### src/rtl/e1s_pkg.sv
package e1s_pkg;

    localparam int BYTE_W   = 8;
    localparam int IDX_W    = 5;
    localparam int MF_LEN   = 16;
    localparam int FRM_W    = $clog2(MF_LEN);
    localparam int SPARE_HI = 13;
    localparam int SPARE_LO = 15;

    typedef struct packed {
        logic [1:0] si;
        logic [4:0] sn;
    } e1s_cfg_t;

    typedef struct packed {
        logic gen_off;
        logic nat_off;
        logic crc_on;
        logic febe_off;
    } e1s_mode_t;

    localparam e1s_cfg_t  CFG_RST  = '{si: 2'b11, sn: 5'h1F};
    localparam e1s_mode_t MODE_RST = '{gen_off: 1'b1, nat_off: 1'b0,
                                       crc_on: 1'b0, febe_off: 1'b0};

    // Rewrite of one timeslot-0 byte for the given frame number.
    function automatic logic [BYTE_W-1:0] ts0_rewrite(
        input logic [BYTE_W-1:0] din,
        input e1s_cfg_t          cfg,
        input e1s_mode_t         mode,
        input logic [FRM_W-1:0]  frame,
        input logic              febe
    );
        logic [BYTE_W-1:0] d;
        logic              odd;
        logic              hi_sp;
        logic              lo_sp;
        d     = din;
        odd   = frame[0];
        hi_sp = (frame == FRM_W'(SPARE_HI));
        lo_sp = (frame == FRM_W'(SPARE_LO));
        if (!mode.gen_off) begin
            if (odd && !mode.nat_off)
                d[4:0] = cfg.sn;
            if (!mode.crc_on) begin
                if (!mode.nat_off)
                    d[BYTE_W-1] = odd ? cfg.si[0] : cfg.si[1];
            end else if (hi_sp || lo_sp) begin
                if (!mode.febe_off)
                    d[BYTE_W-1] = febe;
                else if (!mode.nat_off)
                    d[BYTE_W-1] = hi_sp ? cfg.si[1] : cfg.si[0];
            end
        end
        return d;
    endfunction

endpackage

### src/rtl/e1s_cfg_reg.sv
module e1s_cfg_reg
    import e1s_pkg::*;
(
    input  logic              clk,
    input  logic              rst,
    input  logic              wr_en,
    input  logic [BYTE_W-1:0] wr_data,
    input  logic              frm_start,
    input  e1s_mode_t         mode_in,
    output logic [BYTE_W-1:0] rd_data,
    output e1s_cfg_t          cfg_act,
    output e1s_mode_t         mode_act
);
    logic [BYTE_W-1:0] reg_q;
    e1s_cfg_t          live_cfg;
    e1s_cfg_t          sh_cfg_q;
    e1s_mode_t         sh_mode_q;

    always_ff @(posedge clk) begin
        if (rst)
            reg_q <= {BYTE_W{1'b1}};
        else if (wr_en)
            reg_q <= wr_data;
    end

    assign live_cfg.si = reg_q[7:6];
    assign live_cfg.sn = reg_q[4:0];
    assign rd_data     = reg_q;

    always_ff @(posedge clk) begin
        if (rst) begin
            sh_cfg_q  <= CFG_RST;
            sh_mode_q <= MODE_RST;
        end else if (frm_start) begin
            sh_cfg_q  <= live_cfg;
            sh_mode_q <= mode_in;
        end
    end

    // On the strobe cycle the new frame already uses the fresh values.
    assign cfg_act  = frm_start ? live_cfg : sh_cfg_q;
    assign mode_act = frm_start ? mode_in  : sh_mode_q;

endmodule

### src/rtl/e1s_frame_track.sv
module e1s_frame_track
    import e1s_pkg::*;
(
    input  logic             clk,
    input  logic             rst,
    input  logic             frm_start,
    input  logic             mf_start,
    output logic [FRM_W-1:0] frame_now,
    output logic [FRM_W-1:0] frame_q
);
    logic [FRM_W-1:0] nxt;

    generate
        if (MF_LEN == (1 << FRM_W)) begin : g_pow2
            assign nxt = frame_q + FRM_W'(1);
        end else begin : g_wrap
            assign nxt = (frame_q == FRM_W'(MF_LEN - 1)) ? '0 : frame_q + FRM_W'(1);
        end
    endgenerate

    always_comb begin
        frame_now = frame_q;
        if (frm_start)
            frame_now = mf_start ? '0 : nxt;
    end

    always_ff @(posedge clk) begin
        if (rst)
            frame_q <= FRM_W'(MF_LEN - 1);
        else
            frame_q <= frame_now;
    end

endmodule

### src/rtl/e1s_bit_sub.sv
module e1s_bit_sub
    import e1s_pkg::*;
(
    input  logic              clk,
    input  logic              rst,
    input  logic [BYTE_W-1:0] ts_data,
    input  logic [IDX_W-1:0]  ts_idx,
    input  logic              frm_start,
    input  e1s_cfg_t          cfg_act,
    input  e1s_mode_t         mode_act,
    input  logic [FRM_W-1:0]  frame_now,
    input  logic              febe_in,
    output logic [BYTE_W-1:0] out_data,
    output logic [IDX_W-1:0]  out_idx,
    output logic              out_frm_start
);
    logic [BYTE_W-1:0] nxt_data;

    always_comb begin
        nxt_data = ts_data;
        if (ts_idx == '0)
            nxt_data = ts0_rewrite(ts_data, cfg_act, mode_act, frame_now, febe_in);
    end

    always_ff @(posedge clk) begin
        if (rst) begin
            out_data      <= '0;
            out_idx       <= '0;
            out_frm_start <= 1'b0;
        end else begin
            out_data      <= nxt_data;
            out_idx       <= ts_idx;
            out_frm_start <= frm_start;
        end
    end

endmodule

### src/rtl/e1_spare_inserter.sv
module e1_spare_inserter
    import e1s_pkg::*;
(
    input  logic              clk,
    input  logic              rst,
    input  logic              cfg_wr,
    input  logic [BYTE_W-1:0] cfg_wdata,
    output logic [BYTE_W-1:0] cfg_rdata,
    input  logic              gen_off,
    input  logic              nat_off,
    input  logic              crc_on,
    input  logic              febe_off,
    input  logic              febe_in,
    input  logic [BYTE_W-1:0] ts_data,
    input  logic [IDX_W-1:0]  ts_idx,
    input  logic              frm_start,
    input  logic              mf_start,
    output logic [BYTE_W-1:0] out_data,
    output logic [IDX_W-1:0]  out_idx,
    output logic              out_frm_start
);
    e1s_mode_t        mode_pins;
    e1s_mode_t        mode_act;
    e1s_cfg_t         cfg_act;
    logic [FRM_W-1:0] frame_now;
    logic [FRM_W-1:0] frame_q;

    assign mode_pins = '{gen_off: gen_off, nat_off: nat_off,
                         crc_on: crc_on, febe_off: febe_off};

    e1s_cfg_reg u_cfg (
        .clk       (clk),
        .rst       (rst),
        .wr_en     (cfg_wr),
        .wr_data   (cfg_wdata),
        .frm_start (frm_start),
        .mode_in   (mode_pins),
        .rd_data   (cfg_rdata),
        .cfg_act   (cfg_act),
        .mode_act  (mode_act)
    );

    e1s_frame_track u_trk (
        .clk       (clk),
        .rst       (rst),
        .frm_start (frm_start),
        .mf_start  (mf_start),
        .frame_now (frame_now),
        .frame_q   (frame_q)
    );

    e1s_bit_sub u_sub (
        .clk           (clk),
        .rst           (rst),
        .ts_data       (ts_data),
        .ts_idx        (ts_idx),
        .frm_start     (frm_start),
        .cfg_act       (cfg_act),
        .mode_act      (mode_act),
        .frame_now     (frame_now),
        .febe_in       (febe_in),
        .out_data      (out_data),
        .out_idx       (out_idx),
        .out_frm_start (out_frm_start)
    );

endmodule

### config.mk
export PLATFORM = sky130hd
export DESIGN_NAME = e1_spare_inserter
export DESIGN_NICKNAME = d
export VERILOG_FILES = /design/src/rtl/e1s_pkg.sv /design/src/rtl/e1s_cfg_reg.sv /design/src/rtl/e1s_frame_track.sv /design/src/rtl/e1s_bit_sub.sv /design/src/rtl/e1_spare_inserter.sv
export SDC_FILE = /design/constraint.sdc
export NUM_CORES = 1
export LEC_CHECK = 0
export CELL_PAD_IN_SITES_DETAIL_PLACEMENT = 1
export CELL_PAD_IN_SITES_GLOBAL_PLACEMENT = 2
export CORE_ASPECT_RATIO = 0.75
export CORE_MARGIN = 2
export CORE_UTILIZATION = 27
export DETAILED_ROUTE_END_ITERATION = 10
export GPL_TIMING_DRIVEN = 0
export HOLD_SLACK_MARGIN = 0.15
export PLACE_DENSITY = 0.77
export SYNTH_ARGS = -nofsm -noshare
export SYNTH_HDL_FRONTEND = slang
export SYNTH_SLANG_ARGS = --single-unit
### constraint.sdc
create_clock -name clk -period 2.02 [get_ports clk]
set_input_delay 0.202 -clock clk [delete_from_list [all_inputs] [get_ports clk]]
set_output_delay 0.202 -clock clk [all_outputs]
set_load 0.02 [all_outputs]
; ---- Word-level counts from Yosys, hierarchy flattened
; Cells that the tools add are included.
[classes]
n_addsub = 1
multipliers = 0
div_mod_pow = 0
n_lt_le_gt_ge = 0
n_eq_ne = 2
n_shift = 0
muxes = 15
bitwise_logic = 0
reduce_logical = 4
[ops]
columns = operator, count
row1 = two-way mux 4 bit, 3
row2 = two-way mux 5 bit, 2
row3 = "equality test 4 bit, second input constant", 2
row4 = two-way mux 1 bit, 8
row5 = two-way mux 8 bit, 1
row6 = two-way mux 7 bit, 1
row7 = zero test 5 bit, 1
row8 = "adder 4 x 1 -> 4 bit, second input constant", 1
row9 = logical AND 1 bit, 1
row10 = zero test 1 bit, 1
row11 = logical OR 1 bit, 1
[totals]
register_bits = 37
latch_bits = 0
ram_bits = 0
romBits = 0
in_bits = 31
out_inout_bits = 22
word_cells = 33
mem_count = 0

; ---- Longest topological paths before layout
[logic_depth]
word_depth = 11
mapped_depth = 6
mapped_depth_nobuf = 6

; ---- Hierarchy
; A second synthesis with hierarchy kept.
[hier_totals]
cells_unflattened = 137
hier_area_um2 = 1515.2
[by_module_without_submodules]
columns = mod, instances, cells_each, area_each_um2
row1 = e1s_cfg_reg, 1, 61, 744.5
row2 = e1s_bit_sub, 1, 50, 546.8
row3 = e1s_frame_track, 1, 26, 224.0

; ---- Worst setup path after synthesis
; No wires, ideal clock.
[synth_timing]
path_type = flip-flop to flip-flop
from = register u_trk.frame_q[0]
to = register u_sub.out_data[7]
setup_ns = 0.079
arrival_time_ns = 1.479
required_time_ns = 1.941
setup_slack_ns = 0.461
stages_incl_launch_ff = 7
n_path_buf = 0
path_cell_list = dfxtp_1 > ha_1 > and3b_4 > o21a_1 > a211oi_2 > o221ai_1 > a211oi_2
[synth_via]
elab_chain_cells = 11
word_cells_on_any_way = 15
classes_between = 1 x add/sub / 2 x eq/ne / 11 x mux / 1 x reduce/logical
[synth_lines]
columns = element, line
row1 = "start, declared", e1s_frame_track.sv:9  ; output logic [FRM_W-1:0] frame_q
row2 = "start signal, assigned", e1s_frame_track.sv:29  ; frame_q <= FRM_W'(MF_LEN - 1);
row3 = "start signal, assigned", e1s_frame_track.sv:31  ; frame_q <= frame_now;
row4 = adder 4 x 1 -> 4 bit, e1s_frame_track.sv:15  ; assign nxt = frame_q + FRM_W'(1);
row5 = two-way mux 4 bit, e1s_frame_track.sv:24  ; frame_now = mf_start ? '0 : nxt;
row6 = two-way mux 4 bit *, e1s_frame_track.sv:23  ; if (frm_start)
row7 = equality test 4 bit, e1s_pkg.sv:40  ; hi_sp = (frame == FRM_W'(SPARE_HI));
row8 = two-way mux 1 bit, e1s_pkg.sv:52  ; d[BYTE_W-1] = hi_sp ? cfg.si[1] : cfg.si[0];
row9 = two-way mux 1 bit, e1s_pkg.sv:51  ; else if (!mode.nat_off)
row10 = two-way mux 1 bit, e1s_pkg.sv:49  ; if (!mode.febe_off)
row11 = two-way mux 1 bit, e1s_pkg.sv:48  ; end else if (hi_sp || lo_sp) begin
row12 = two-way mux 1 bit *, e1s_pkg.sv:45  ; if (!mode.crc_on) begin
row13 = two-way mux 1 bit *, e1s_pkg.sv:42  ; if (!mode.gen_off) begin
row14 = two-way mux 8 bit *, e1s_bit_sub.sv:21  ; if (ts_idx == '0)
row15 = "end signal, assigned", e1s_bit_sub.sv:31  ; out_data <= nxt_data;
row16 = "end, declared", e1s_bit_sub.sv:13  ; output logic [BYTE_W-1:0] out_data,
; Every way passes the cells marked *; elsewhere a longest branch is shown, timed or not.
; A chain may end at the register's enable or synchronous reset.

; ---- Final worst setup path
; Same ends and word-level chain as after synthesis.

==> impl_results.md <==
* Share of the yosys chip area belonging to registers at between 40% and 50%
* Post-route cell area at ~2200 um^2
* Dominant combinational cell family by area after synthesis: simple AND/OR/NAND/NOR gates
* Average cell area after synthesis at between 10 and 15 um^2
* Clock period minus final worst setup slack at between 1.5 and 2 ns
* Worst relative slew slack at a little under three fifths
* Number of sinks handled by clock tree synthesis at 37
* Clock transition at path regs at 0.07 ns
* Maximum ir drop on the vdd rail at 0.000354 V
* Synth top area cells: dfxtp_1 49%, nor2b_1 7.8%, mux2i_1 7.3%
* Clock buffer count from CTS at 5
* Fraction of layout instances using a drive strength above 1 at 12.8%
* Post-synth top area share at 48.8%
* Count of antenna diodes in the layout at 0
* # Max-Cap Violations at 0
* Data arrival time of the critical path at 2.02 ns
* Largest fanout of any net on the critical path at 6
* Compound-Gate Fraction of Synth Area at 14.6%
* Global-route total usage across every layer at 14.2%
* Skew final at 0.00247 ns
* Vias in the first global route at between 1000 and 1500
* Wire length of the first global-routing pass at between 6000 and 7000 um
* Max-slew violation total from the final report at 0
* Syn Nets at 175
* Buffers from clock root to sink, at most at 2
* Standby leakage power at approximately 0.86 nW
* DP HPWL at 3090 um
* Number of nets at the end of the flow at 235
* Final TNS setup at 0 ns
* Via density at 4.63
* DR DRC count at 0
* Fin util at between 40% and 50%
* Initial core utilization at 28.2%
* Seq cells post-synth at 37
* Nature of the critical path endpoint: flop
* Highest clock frequency the design can meet at about 550 MHz
* WL final at 4250 um
* Average routed wire per standard cell at roughly 15 um
* Std-Cell Core Area at 5380 um^2
* Clk Tree Root Cell: clkbuf_8
* Portion of netlist area occupied by mux cells at under 10%
* Port-buffer cells at 51
* Placed inst area at 2120 um^2
* Summed instance area of the synthesized netlist at 1520 um^2
* H-Tree Level Count at 2
* Cells after DPL at 269
* Power per unit of standard cell area at roughly 730 nW/um^2
* Chip width at 90.6 um
* Count of different cell masters after synthesis at 39
* Clock tree from TritonCTS: yes
* Antenna violations before repair at 0
* # IOs at 53
* WS Path Type: flop to flop
* TritonRoute pass-1 iters at 4
* Critical path launch point type: flop
* Hold_ws at 0.464 ns
* List of most frequent post-synthesis cells: 37 x dfxtp_1, 19 x nor2b_1, 11 x mux2i_1
* Most used DFF post-synth: dfxtp_1
* Unrepaired setup endpoints after global routing: no
* Detailed router's first-iteration violation count at 37
* Fin crit share at 89.6%
* Setup violation total in the final timing report at 0
* Area growth syn-to-layout at 47.7%
* Clock latency at the later pin of the worst-skew pair at 0.29 ns
* Run status: completed
* Slew of the pin with the lowest slew margin at 0.650 ns
* Number of standard cells in the final layout excluding fillers at 278
* Fraction of the mapped netlist area in adder cells at 0.824%
* Worst min-delay path category: primary input to flop
* RePlAce Congestion at 0.782
* Synthesized instance count at 143
* Area of the die at approximately 6200 um^2
* Detail Route Antenna Nets at 0
* FP Rows at 23
* Xor/xnor cell area share of the yosys netlist at 0.577%
* Area fraction in and, or, nand and nor cells after synthesis at 22.7%
* Largest net degree at the start of global routing at 12
* Share of synthesized flip-flops with an asynchronous set or reset at 0%
* Top cell type by total area after synthesis: dfxtp_1
* Count leader, synth: dfxtp_1
* Total congestion overflow at 0
* EDFF count, synth at 0
* Yosys warns at 0
* Vias post-DR at 1288
* Worst Path Required at 2.23 ns
* Hold Violations, Final at 0
* Die boundary height at 68.9 um
flip-flops by register name, summed over array words and instances (netlist names):
register,cells
u_cfg.rd_data,8
u_cfg.sh_cfg_q,7
u_cfg.sh_mode_q,4
u_sub.out_data,8
u_sub.out_frm_start,1
u_sub.out_idx,5
u_trk.frame_q,4
per-stage QoR:
step | power, mW | setup WS [ns]
6_report | 1.65 | 0.209
3_5_place_dp | 1.13 | -0.168
3_3_place_gp | 1.11 | -0.117
4_1_cts | 1.66 | 0.132
5_1_grt | 1.72 | 0.0642
2_1_floorplan | 0.971 | 0.461
worst paths after layout:
kind / endpoint / from / slack, ns / cells after the start
setup / recovery: u_sub.out_data[7] / u_trk.frame_q[0] / 0.21 / 6
hold / removal: u_sub.out_data[5] / ts_data[5] / 0.46 / 2
setup reg to reg: u_sub.out_data[7] / u_trk.frame_q[0] / 0.21 / 6
hold reg to reg: u_cfg.sh_cfg_q[4] / u_cfg.sh_cfg_q[4] / 0.48 / 2
cell type report:
type                    instances  area, um^2
flip-flops and latches         37         741
plain buffers                   7        42.5
multi-input cells              98         731
inverters                       1        3.75
fillers                       621        3140
repair buffers                 53         541
clock buffers                   6        82.6
well taps                      75        93.8
clock inverters                 1        7.51
critical path, cell delays in order (launching register included):
cell,delay (ns)
dfxtp_1,0.49
ha_1,0.28
and3b_4,0.18
o21a_1,0.17
a211oi_2,0.22
o221ai_1,0.18
a211oi_2,0.21
routing by layer:
layer / share of wire (%) / global-route usage, % / routed length (um) / up-vias
met5: 0 / 0 / 0 / -
met4: 1.2 / 4.62 / 50 / 0
li1: - / - / - / 626
met3: 7.0 / 4.89 / 296 / 7
met1: 45 / 16.6 / 1920 / 616
met2: 47 / 24.9 / 1980 / 39
kinds of logic (layout without fill, tap and decap cells):
group | count (synthesis) | after routing
flops | 37 | 37
simple gates | 55 | 55
xor+xnor | 1 | 1
buf+inv | 8 | 68
compound gates | 27 | 27
fa+ha+maj | 1 | 1
mux | 14 | 14
power by group:
| part | internal [mW] | switching, mW |
|---|---|---|
| combinational | 0.169 | 0.139 |
| clock | 0.270 | 0.269 |
| sequential | 0.774 | 0.0258 |
cells in the final DEF (no fill, tap or decap), types with 2 or more instances in the layout:
cell              n
a211o_1           8
a211oi_1          6
a211oi_2          2
a21oi_1           3
a311o_1           2
buf_4             2
clkbuf_1          3
clkbuf_8          6
clkdlybuf4s50_1  51
dfxtp_1          37
mux2_2            3
mux2i_1          11
nand2_1           4
nand2b_1          7
nor2_1           10
nor2b_1          19
nor3_1            2
what timing repair did:
item | 4_1_cts | 5_1_grt
setup buffers | 0 | 1
endpoints found under the hold margin | 3 | 0
resized for setup | 0 | 0
hold buffers | 1 | 0
endpoints found under the setup margin | 0 | 2
Note: power is estimated with default switching activity, not from simulation.
